--- config.mk ---
export PLATFORM = sky130hd
export DESIGN_NAME = dp_exec_unit
export DESIGN_NICKNAME = d
export VERILOG_FILES = /design/src/rtl/dpx_pkg.sv /design/src/rtl/dpx_decode.sv /design/src/rtl/dpx_imm_expand.sv /design/src/rtl/dpx_alu.sv /design/src/rtl/dp_exec_unit.sv
export SDC_FILE = /design/constraint.sdc
export NUM_CORES = 1
export LEC_CHECK = 0
export CAP_MARGIN = 20
export CORE_ASPECT_RATIO = 1.75
export CORE_UTILIZATION = 40
export CTS_CLUSTER_SIZE = 40
export DETAILED_ROUTE_END_ITERATION = 8
export PLACE_DENSITY = 0.69
export SLEW_MARGIN = 20
export SYNTH_ARGS = -nofsm -noshare
export SYNTH_HDL_FRONTEND = slang
export SYNTH_SLANG_ARGS = --single-unit
--- constraint.sdc ---
create_clock -name clk -period 7.3 [get_ports clk]
set_input_delay 1.46 -clock clk [delete_from_list [all_inputs] [get_ports clk]]
set_output_delay 1.46 -clock clk [all_outputs]
set_load 0.01 [all_outputs]
--- src/rtl/dpx_pkg.sv ---
package dpx_pkg;
   typedef enum logic [3:0] {
      OP_AND = 4'd0,  OP_EOR = 4'd1,  OP_SUB = 4'd2,  OP_RSB = 4'd3,
      OP_ADD = 4'd4,  OP_ADC = 4'd5,  OP_SBC = 4'd6,  OP_RSC = 4'd7,
      OP_TST = 4'd8,  OP_TEQ = 4'd9,  OP_CMP = 4'd10, OP_CMN = 4'd11,
      OP_ORR = 4'd12, OP_MOV = 4'd13, OP_BIC = 4'd14, OP_MVN = 4'd15
   } alu_op_e;

   typedef struct packed {
      logic [3:0] rn;
      logic [3:0] rd;
      logic [3:0] rm;
      alu_op_e    op;
      logic       set_flags;
      logic       imm_form;
      logic [3:0] rot;
      logic [7:0] imm8;
      logic       unsupported;
   } dec_t;
endpackage

--- src/rtl/dpx_decode.sv ---
module dpx_decode
   import dpx_pkg::*;
(
   input  logic [31:0] instr,
   output dec_t        dec
);
   logic [3:0] unused_cond;

   always_comb begin
      dec.rn          = instr[19:16];
      dec.rd          = instr[15:12];
      dec.rm          = instr[3:0];
      dec.op          = alu_op_e'(instr[24:21]);
      dec.set_flags   = instr[20];
      dec.imm_form    = instr[25];
      dec.rot         = instr[11:8];
      dec.imm8        = instr[7:0];
      dec.unsupported = (instr[27:26] != 2'b00);
   end

   assign unused_cond = instr[31:28];
endmodule

--- src/rtl/dpx_imm_expand.sv ---
module dpx_imm_expand #(
   parameter int unsigned DATA_W   = 32,
   parameter int unsigned IMM_W    = 8,
   parameter int unsigned ROT_W    = 4,
   parameter int unsigned ROT_IMPL = 0   // 0: doubled-word shift, 1: log rotate stages
) (
   input  logic [IMM_W-1:0]  imm,
   input  logic [ROT_W-1:0]  rot,
   output logic [DATA_W-1:0] value
);
   localparam int unsigned AMT_W = ROT_W + 1;

   if (IMM_W > DATA_W) begin : g_bad_imm
      $error("dpx_imm_expand: IMM_W wider than DATA_W");
   end
   if (2 * ((1 << ROT_W) - 1) >= DATA_W) begin : g_bad_rot
      $error("dpx_imm_expand: rotate range exceeds word width");
   end

   logic [DATA_W-1:0] base;
   assign base = {{(DATA_W-IMM_W){1'b0}}, imm};

   if (ROT_IMPL == 0) begin : g_dbl
      logic [AMT_W-1:0]    amt;
      logic [2*DATA_W-1:0] dbl;
      logic [2*DATA_W-1:0] shifted;
      assign amt     = {rot, 1'b0};
      assign dbl     = {base, base};
      assign shifted = dbl >> amt;
      assign value   = shifted[DATA_W-1:0];
   end else begin : g_stage
      logic [DATA_W-1:0] stage [ROT_W+1];
      assign stage[0] = base;
      for (genvar j = 0; j < ROT_W; j++) begin : g_rs
         localparam int unsigned SH = 2 << j;
         assign stage[j+1] = rot[j] ? {stage[j][SH-1:0], stage[j][DATA_W-1:SH]}
                                    : stage[j];
      end
      assign value = stage[ROT_W];
   end
endmodule

--- src/rtl/dpx_alu.sv ---
module dpx_alu
   import dpx_pkg::*;
#(
   parameter int unsigned DATA_W = 32
) (
   input  alu_op_e           op,
   input  logic [DATA_W-1:0] a,
   input  logic [DATA_W-1:0] b,
   input  logic              c_in,
   input  logic              v_in,
   output logic [DATA_W-1:0] res,
   output logic              n_out,
   output logic              z_out,
   output logic              c_out,
   output logic              v_out
);
   logic [DATA_W-1:0] x, y, logic_r;
   logic [DATA_W:0]   sum;
   logic              cin, is_arith;

   always_comb begin
      x        = a;
      y        = b;
      cin      = 1'b0;
      is_arith = 1'b1;
      logic_r  = '0;
      unique case (op)
         OP_AND, OP_TST: begin is_arith = 1'b0; logic_r = a & b;  end
         OP_EOR, OP_TEQ: begin is_arith = 1'b0; logic_r = a ^ b;  end
         OP_ORR:         begin is_arith = 1'b0; logic_r = a | b;  end
         OP_MOV:         begin is_arith = 1'b0; logic_r = b;      end
         OP_BIC:         begin is_arith = 1'b0; logic_r = a & ~b; end
         OP_MVN:         begin is_arith = 1'b0; logic_r = ~b;     end
         OP_ADD, OP_CMN: cin = 1'b0;
         OP_ADC:         cin = c_in;
         OP_SUB, OP_CMP: begin y = ~b; cin = 1'b1; end
         OP_SBC:         begin y = ~b; cin = c_in; end
         OP_RSB:         begin x = b; y = ~a; cin = 1'b1; end
         OP_RSC:         begin x = b; y = ~a; cin = c_in; end
      endcase
      sum = {1'b0, x} + {1'b0, y} + {{DATA_W{1'b0}}, cin};
   end

   assign res   = is_arith ? sum[DATA_W-1:0] : logic_r;
   assign n_out = res[DATA_W-1];
   assign z_out = (res == '0);
   assign c_out = is_arith ? sum[DATA_W] : c_in;
   assign v_out = is_arith ? ((x[DATA_W-1] == y[DATA_W-1]) && (sum[DATA_W-1] != x[DATA_W-1]))
                           : v_in;
endmodule

--- src/rtl/dp_exec_unit.sv ---
module dp_exec_unit
   import dpx_pkg::*;
#(
   parameter int unsigned DATA_W   = 32,
   parameter int unsigned IMM_W    = 8,
   parameter int unsigned ROT_W    = 4,
   parameter int unsigned ROT_IMPL = 0
) (
   input  logic              clk,
   input  logic              rst_n,
   input  logic              instr_valid,
   input  logic [31:0]       instr,
   input  logic [DATA_W-1:0] rn_val,
   input  logic [DATA_W-1:0] rm_val,
   output logic [3:0]        rn_idx,
   output logic [3:0]        rm_idx,
   output logic [3:0]        rd_idx,
   output logic              wr_en,
   output logic [DATA_W-1:0] result,
   output logic [3:0]        flags_nzcv,
   output logic              unsupported
);
   if (DATA_W != 32) begin : g_bad_w
      $error("dp_exec_unit: instruction encoding fixes DATA_W at 32");
   end
   if (IMM_W != 8 || ROT_W != 4) begin : g_bad_f
      $error("dp_exec_unit: immediate fields are fixed by the encoding");
   end

   dec_t              dec;
   logic [DATA_W-1:0] imm_val, op2;
   logic              n_nx, z_nx, c_nx, v_nx;
   logic              is_cmp, accepted, flag_upd;
   logic [3:0]        flags_q;

   dpx_decode i_dec (.instr(instr), .dec(dec));

   dpx_imm_expand #(
      .DATA_W(DATA_W), .IMM_W(IMM_W), .ROT_W(ROT_W), .ROT_IMPL(ROT_IMPL)
   ) i_imm (
      .imm(dec.imm8), .rot(dec.rot), .value(imm_val)
   );

   assign op2 = dec.imm_form ? imm_val : rm_val;

   dpx_alu #(.DATA_W(DATA_W)) i_alu (
      .op(dec.op), .a(rn_val), .b(op2),
      .c_in(flags_q[1]), .v_in(flags_q[0]),
      .res(result), .n_out(n_nx), .z_out(z_nx), .c_out(c_nx), .v_out(v_nx)
   );

   assign is_cmp      = (dec.op[3:2] == 2'b10);
   assign accepted    = instr_valid && !dec.unsupported;
   assign wr_en       = accepted && !is_cmp;
   assign flag_upd    = accepted && (is_cmp || dec.set_flags);
   assign unsupported = instr_valid && dec.unsupported;
   assign rn_idx      = dec.rn;
   assign rm_idx      = dec.rm;
   assign rd_idx      = dec.rd;

   always_ff @(posedge clk or negedge rst_n) begin
      if (!rst_n)        flags_q <= 4'b0000;
      else if (flag_upd) flags_q <= {n_nx, z_nx, c_nx, v_nx};
   end
   assign flags_nzcv = flags_q;


   cmp_no_write_chk: assert property (@(posedge clk) disable iff (!rst_n)
      (instr_valid && instr[27:26] == 2'b00 && instr[24:23] == 2'b10) |-> !wr_en);

   unsup_no_write_chk: assert property (@(posedge clk) disable iff (!rst_n)
      (instr_valid && instr[27:26] != 2'b00) |-> (unsupported && !wr_en));

   unsup_flags_hold_chk: assert property (@(posedge clk) disable iff (!rst_n)
      unsupported |=> $stable(flags_nzcv));

   idle_flags_hold_chk: assert property (@(posedge clk) disable iff (!rst_n)
      !instr_valid |=> $stable(flags_nzcv));

   no_set_hold_chk: assert property (@(posedge clk) disable iff (!rst_n)
      (wr_en && !instr[20]) |=> $stable(flags_nzcv));

   zero_flag_chk: assert property (@(posedge clk) disable iff (!rst_n)
      flag_upd |=> (flags_nzcv[2] == ($past(result) == '0)));

   neg_flag_chk: assert property (@(posedge clk) disable iff (!rst_n)
      flag_upd |=> (flags_nzcv[3] == $past(result[DATA_W-1])));
endmodule

# [Yosys cells after proc, flatten, opt, wreduce, memory -nomap -nowiden]
# Index checks and enable logic that the tools add are counted.
[totals] ff_bits=4 inputBits=99
[classes] n_addsub=2 n_eq_ne=16 n_shift=1 n_mux=6 bitwise_logic=7 reduce_logical=19
[op_table] operator="$pmux W32 S6" n=1
[op_table] operator="$mux W32" n=3
[op_table] operator="$and A32 B32 Y32" n=2
[op_table] operator="$not A32 Y32" n=2
[op_table] operator="$pmux W32 S2" n=1
[op_table] operator="$shr A40 B5 Y32" n=1
[op_table] operator="$add A32 B32 Y33" n=1
[op_table] operator="$add A33 B1 Y33" n=1
[op_table] operator="$logic_not A32 Y1" n=1
[op_table] operator="$or A32 B32 Y32" n=1
[op_table] operator="$xor A32 B32 Y32" n=1
[op_table] operator="$eq A4 B4 Y1 const B" n=7
[op_table] operator="$eq A4 B3 Y1 const B" n=3
[op_table] operator="$reduce_or A3 Y1" n=3
[op_table] operator="$eq A4 B2 Y1 const B" n=2
[op_table] operator="$reduce_or A8 Y1" n=1
[op_table] operator="$reduce_or A2 Y1" n=3
[op_table] operator="$logic_and A1 B1 Y1" n=5
[op_table] operator="$eq A4 B1 Y1 const B" n=1
[op_table] operator="$logic_not A4 Y1" n=1
[op_table] operator="$eq A2 B2 Y1 const B" n=1
[op_table] operator="$logic_not A1 Y1" n=2
[op_table] operator="$pmux W1 S2" n=1
[op_table] operator="$reduce_and A2 Y1" n=1
[op_table] operator="5 further kinds" n=5

# [Depth between registers and ports, before layout]
[depth] ltp_word=8 depth_mapped=23 mapped_depth_nobuf=19

# [Hierarchy]
# A second synthesis with hierarchy kept.
[unflattened] cells_unflattened=1053 area_unflattened_um2=6988.0
[modules_own_cells] module="dpx_alu" n_inst=1 cells_each=875 area_per_inst_um2=5278.8 seq_area_each_um2=0.0
[modules_own_cells] module="dp_exec_unit" n_inst=1 cells_each=49 area_per_inst_um2=760.7 seq_area_each_um2=100.1
[modules_own_cells] module="dpx_imm_expand" n_inst=1 cells_each=98 area_per_inst_um2=716.9 seq_area_each_um2=0.0
[modules_own_cells] module="dpx_decode" n_inst=1 cells_each=31 area_per_inst_um2=231.5 seq_area_each_um2=0.0

# [Least setup slack after synthesis]
# OpenSTA, ideal clock, no wires.
[synth_timing] kind="input -> output" from="input port instr[22]" to="output port result[26]" arrival_time_ns=6.176 setup_slack_ns=-0.336 stages=18 path_cell_list="buf_2 -> buf_1 -> buf_1 -> buf_1 -> nand2_1 -> clkbuf_1 -> clkbuf_1 -> a21oi_1 -> fa_1 -> inv_1 -> fa_1 -> a21o_1 -> a221oi_1 -> o21ai_0 -> a2111oi_0 -> nor3_1 -> mux2_2 -> o21ai_0"
[synth_between] elab_chain_cells=6 elab_cells_between_ends=28
[synth_rtl] element="start, declared" line="dp_exec_unit.sv:12" rtl="input logic [31:0] instr,"
[synth_rtl] element="$eq A4 B2 Y1 (tied with other cells)" line="dpx_alu.sv:27" rtl="unique case (op)"
[synth_rtl] element="$reduce_or A3 Y1 (no source line) or $reduce_or A2 Y1 (tied branches)"
[synth_rtl] element="$pmux W32 S2 or $mux W32 (tied branches)" line="dpx_alu.sv:27"
[synth_rtl] element="$add A32 B32 Y33" line="dpx_alu.sv:41" rtl="sum = {1'b0, x} + {1'b0, y} + {{DATA_W{1'b0}}, cin};"
[synth_rtl] element="$add A33 B1 Y33" line="dpx_alu.sv:41"
[synth_rtl] element="$mux W32 (*)" line="dpx_alu.sv:44" rtl="assign res = is_arith ? sum[DATA_W-1:0] : logic_r;"
[synth_rtl] element="end, declared" line="dp_exec_unit.sv:19" rtl="output logic [DATA_W-1:0] result,"
# Mark *: on every way between the ends. The rest lies on a longest branch, timed or not.

# [Worst setup path after layout]
[layout_timing] from="input port instr[6]" to="output port result[28]"
[layout_between] elab_chain_cells=7 elab_cells_between_ends=13
[layout_rtl] element="$shr A40 B5 Y32 (*)" line="dpx_imm_expand.sv:29" rtl="assign shifted = dbl >> amt;"
[layout_rtl] element="$mux W32 (*)" line="dp_exec_unit.sv:44" rtl="assign op2 = dec.imm_form ? imm_val : rm_val;"
[layout_rtl] element="$not A32 Y32"
[layout_rtl] element="$pmux W32 S2" line="dpx_alu.sv:27"
[layout_rtl] element="$add A32 B32 Y33" line="dpx_alu.sv:41"
[layout_rtl] element="$add A33 B1 Y33" line="dpx_alu.sv:41"
[layout_rtl] element="$mux W32 (*)" line="dpx_alu.sv:44"
# Marked as above.

==> flow_metrics.env <==
export IMPL_cp_required_ns=5.84
export IMPL_busiest_layer="met2"
export IMPL_hold_viol=0
export IMPL_via_count=8942
export IMPL_p_leak_nw=4.46
export IMPL_drv_cap=0
export IMPL_port_buffers=128
export IMPL_worstSetupStartpointType="primary input"
export IMPL_syn_inst=977
export IMPL_avgSynthCellArea_um2=6.42
export IMPL_cts_sinks=4
export IMPL_path_clk_slew_ns=0.03
export IMPL_use_met3_pct=2.88
export IMPL_fin_crit_ns=7.15
export IMPL_yosysSeqAreaShare_pct=1.60
export IMPL_core_um2=15300
export IMPL_yosys_warnings=0
export IMPL_setup_slack_ns=0.150
export IMPL_final_cells=1450
export IMPL_drt_initial_drc_count=696
export IMPL_place_hpwl_um=23200
export IMPL_ys_seq_elements=4
export IMPL_layout_nets=1430
export IMPL_clock_root_buffer="clkbuf_16"
export IMPL_grt_use_total_pct=34.6
export IMPL_use_met1_pct=35.9
export IMPL_insertion_delay_ns=0.22
export IMPL_grt_pass1_vias=8579
export IMPL_vias_per_cell=6.17
export IMPL_grt_setup_unrepaired="true"
export IMPL_largest_reg_flops=4
export IMPL_power_density_nw_per_um2=126
export IMPL_antenna_found_initial=0
export IMPL_initial_core_util_pct=40.9
export IMPL_p_total_mw=1.19
export IMPL_path_max_fanout=3
export IMPL_die_area_um2=16200
export IMPL_grt_pass1_wl_um=44800
export IMPL_rows=60
export IMPL_end_kind="primary output"
export IMPL_overflow=0
export IMPL_die_y_um=168
export IMPL_async_reset_ff_share_pct=100
export IMPL_syn_area_um2=6270
export IMPL_post_place_ws_ns=-0.576
export IMPL_tightest_slew_ns=0.944
export IMPL_fmax_mhz=140
export IMPL_area_growth_pct=51.0
export IMPL_drtAntennaViolNets=0
export IMPL_cts_tree="built"
export IMPL_nFillCells=1467
export IMPL_wl_per_cell_um=20.4
export IMPL_diodes=0
export IMPL_relSlewSlack_pct=36.9
export IMPL_final_setup_viol_count=0
export IMPL_grt_max_degree=43
export IMPL_cts_htree_levels=1
export IMPL_finalCritPeriodShare_pct=97.9
export IMPL_drive_gt1_share_pct=23.7
export IMPL_critPathArrivalTime_ns=5.69
export IMPL_setup_tns_ns=0
export IMPL_met2_usage_pct=65.0
export IMPL_worst_clock_skew_ns=0.00238
export IMPL_wl_um=29600
export IMPL_routabilityCongestion=1.01
export IMPL_critPathKind="primary input to primary output"
export IMPL_first_pass_iters=7
export IMPL_cts_buffers_inserted=3
export IMPL_synth_cell_types=74
export IMPL_outcome="completed"
export IMPL_die_w_um=96.6
export IMPL_drv_slew=0
export IMPL_place_inst=1437
export IMPL_synth_edf_count=0
export IMPL_ys_flop_type="dfrtp_1"
export IMPL_synth_nets=1141
export IMPL_worstHoldPathType="flop to flop"
export IMPL_drt_drc_violations_left=0
export IMPL_vdd_drop_max_uv=74.5
export IMPL_clk_path_buf_depth=2
export IMPL_hold_slack_ns=0.534
export IMPL_num_io_pins=149
stage by stage:
step / util, % / instance area (um2)
after floorplan: - / 6270
after global placement: 59.7 / 9140
after detailed placement: 59.7 / 9140
after CTS: 60.5 / 9270
after global routing: 61.8 / 9470
final: 61.8 / 9470
per-layer routing:
layer  up-vias  wire length, um  part of all wire [%]
met4         0             2510                   8.5
met2       459            15000                    51
li1       4204                -                     -
met5         -                0                     0
met1      4131            10300                    35
met3       148             1800                   6.1
path summary, 6_finish.rpt:
kind | end | slack [ns] | from | cells after the start
worst max-delay path | result[28] | 0.15 | instr[6] | 21
worst min-delay path | flags_nzcv[0]$_DFFE_PN0P_ | 0.53 | flags_nzcv[0]$_DFFE_PN0P_ | 2
worst max register to register | flags_nzcv[2]$_DFFE_PN0P_ | 2.43 | flags_nzcv[1]$_DFFE_PN0P_ | 18
worst min register to register | flags_nzcv[0]$_DFFE_PN0P_ | 0.53 | flags_nzcv[0]$_DFFE_PN0P_ | 2
max in group asynchronous | flags_nzcv[0]$_DFFE_PN0P_ | 5.67 | rst_n | 1
min in group asynchronous | flags_nzcv[1]$_DFFE_PN0P_ | 1.45 | rst_n | 1
cell usage in the layout, fill, tap and decap left out, types with 5 or more instances in the layout:
master,Yosys,final
a21o_1,8,8
nand2_1,104,102
o22ai_1,14,13
ha_1,63,63
nor3_1,21,20
a221oi_1,13,12
dlygate4sd2_1,0,10
inv_1,50,50
clkdlybuf4s50_1,0,110
o21ai_1,0,5
a211oi_1,7,7
a21oi_1,86,80
nor2_1,66,64
o21a_1,11,11
nor4_1,9,8
a22oi_2,0,5
xnor2_1,28,28
a31oi_1,16,15
nor2b_1,15,15
nand2b_1,14,13
dlymetal6s2s_1,0,6
or2_2,5,5
nand3_1,15,15
nand4_1,13,13
a22oi_1,19,14
o21ai_0,126,117
buf_4,16,241
a221o_1,5,5
a211o_1,6,6
mux2i_1,58,58
a21oi_2,0,6
o221ai_1,5,5
xor2_1,9,9
o211ai_1,12,12
and3_1,6,6
area by class of cell:
type	instances	area (um2)	share of cell area, %
multi-input cells	832	5720	60.4
repair buffers	372	3140	33.2
well taps	186	233	2.46
inverters	53	199	2.10
flip-flops and latches	4	100	1.06
clock buffers	3	75.1	0.793
cell usage after synthesis, drive strengths merged, types with 5 or more instances:
master | n | area (um2)
a21oi | 86 | 430
o211ai | 12 | 90.1
mux2i | 58 | 581
inv | 50 | 188
buf | 29 | 183
o221ai | 5 | 43.8
a21o | 8 | 60.1
a221oi | 13 | 114
a31oi | 16 | 100
nor2 | 67 | 254
nand4 | 13 | 81.3
nor3 | 21 | 105
o22ai | 15 | 100
a22oi | 19 | 143
and3 | 6 | 37.5
nor4 | 9 | 56.3
nand2 | 104 | 390
xor2 | 9 | 78.8
a211o | 6 | 52.6
a211oi | 7 | 52.6
nand2b | 14 | 87.6
xnor2 | 28 | 245
a221o | 5 | 50.1
or2 | 5 | 31.3
o21a | 11 | 82.6
o21ai | 126 | 631
nand3 | 15 | 75.1
ha | 63 | 788
nor2b | 15 | 93.8
clkbuf | 59 | 221
worst max-delay path, cell delays in order:
cell and delay, ns:
clkdlybuf4s50_1 0.42, mux4_2 0.54, a31o_4 0.27, inv_1 0.08
buf_4 0.11, a22oi_1 0.05, a21boi_2 0.17, fa_2 0.34
inv_1 0.09, fa_1 0.19, a21o_1 0.18, a221oi_2 0.08
buf_4 0.14, o211a_1 0.22, buf_4 0.14, o31a_1 0.29
o21ai_2 0.15, buf_4 0.13, a31oi_1 0.07, a211o_1 0.27
dlygate4sd2_1 0.29
cell families after synthesis:
family          count (synthesis)  synth area share, %
compound gates                374                 37.6
simple gates                  293                 22.5
buf+inv                       141                 9.62
fa+ha+maj                      65                 13.2
mux                            63                 10.3
xor+xnor                       37                 5.17
flops                           4                 1.60
power breakdown:
part / internal (mW) / switching, mW / leakage, nW / total, mW
clock: 0.0700 / 0.0157 / 0.0370 / 0.0857
sequential: 0.0273 / 0.00400 / 0.0509 / 0.0313
combinational: 0.541 / 0.536 / 4.37 / 1.08
what timing repair did:
action,CTS,global route
pin swaps,5,8
gates resized for setup,29,33
cloned,0,1
setup endpoints to repair,19,21
setup buffers,2,7
hold buffers,0,0
Power figures use the tool's default switching activity.
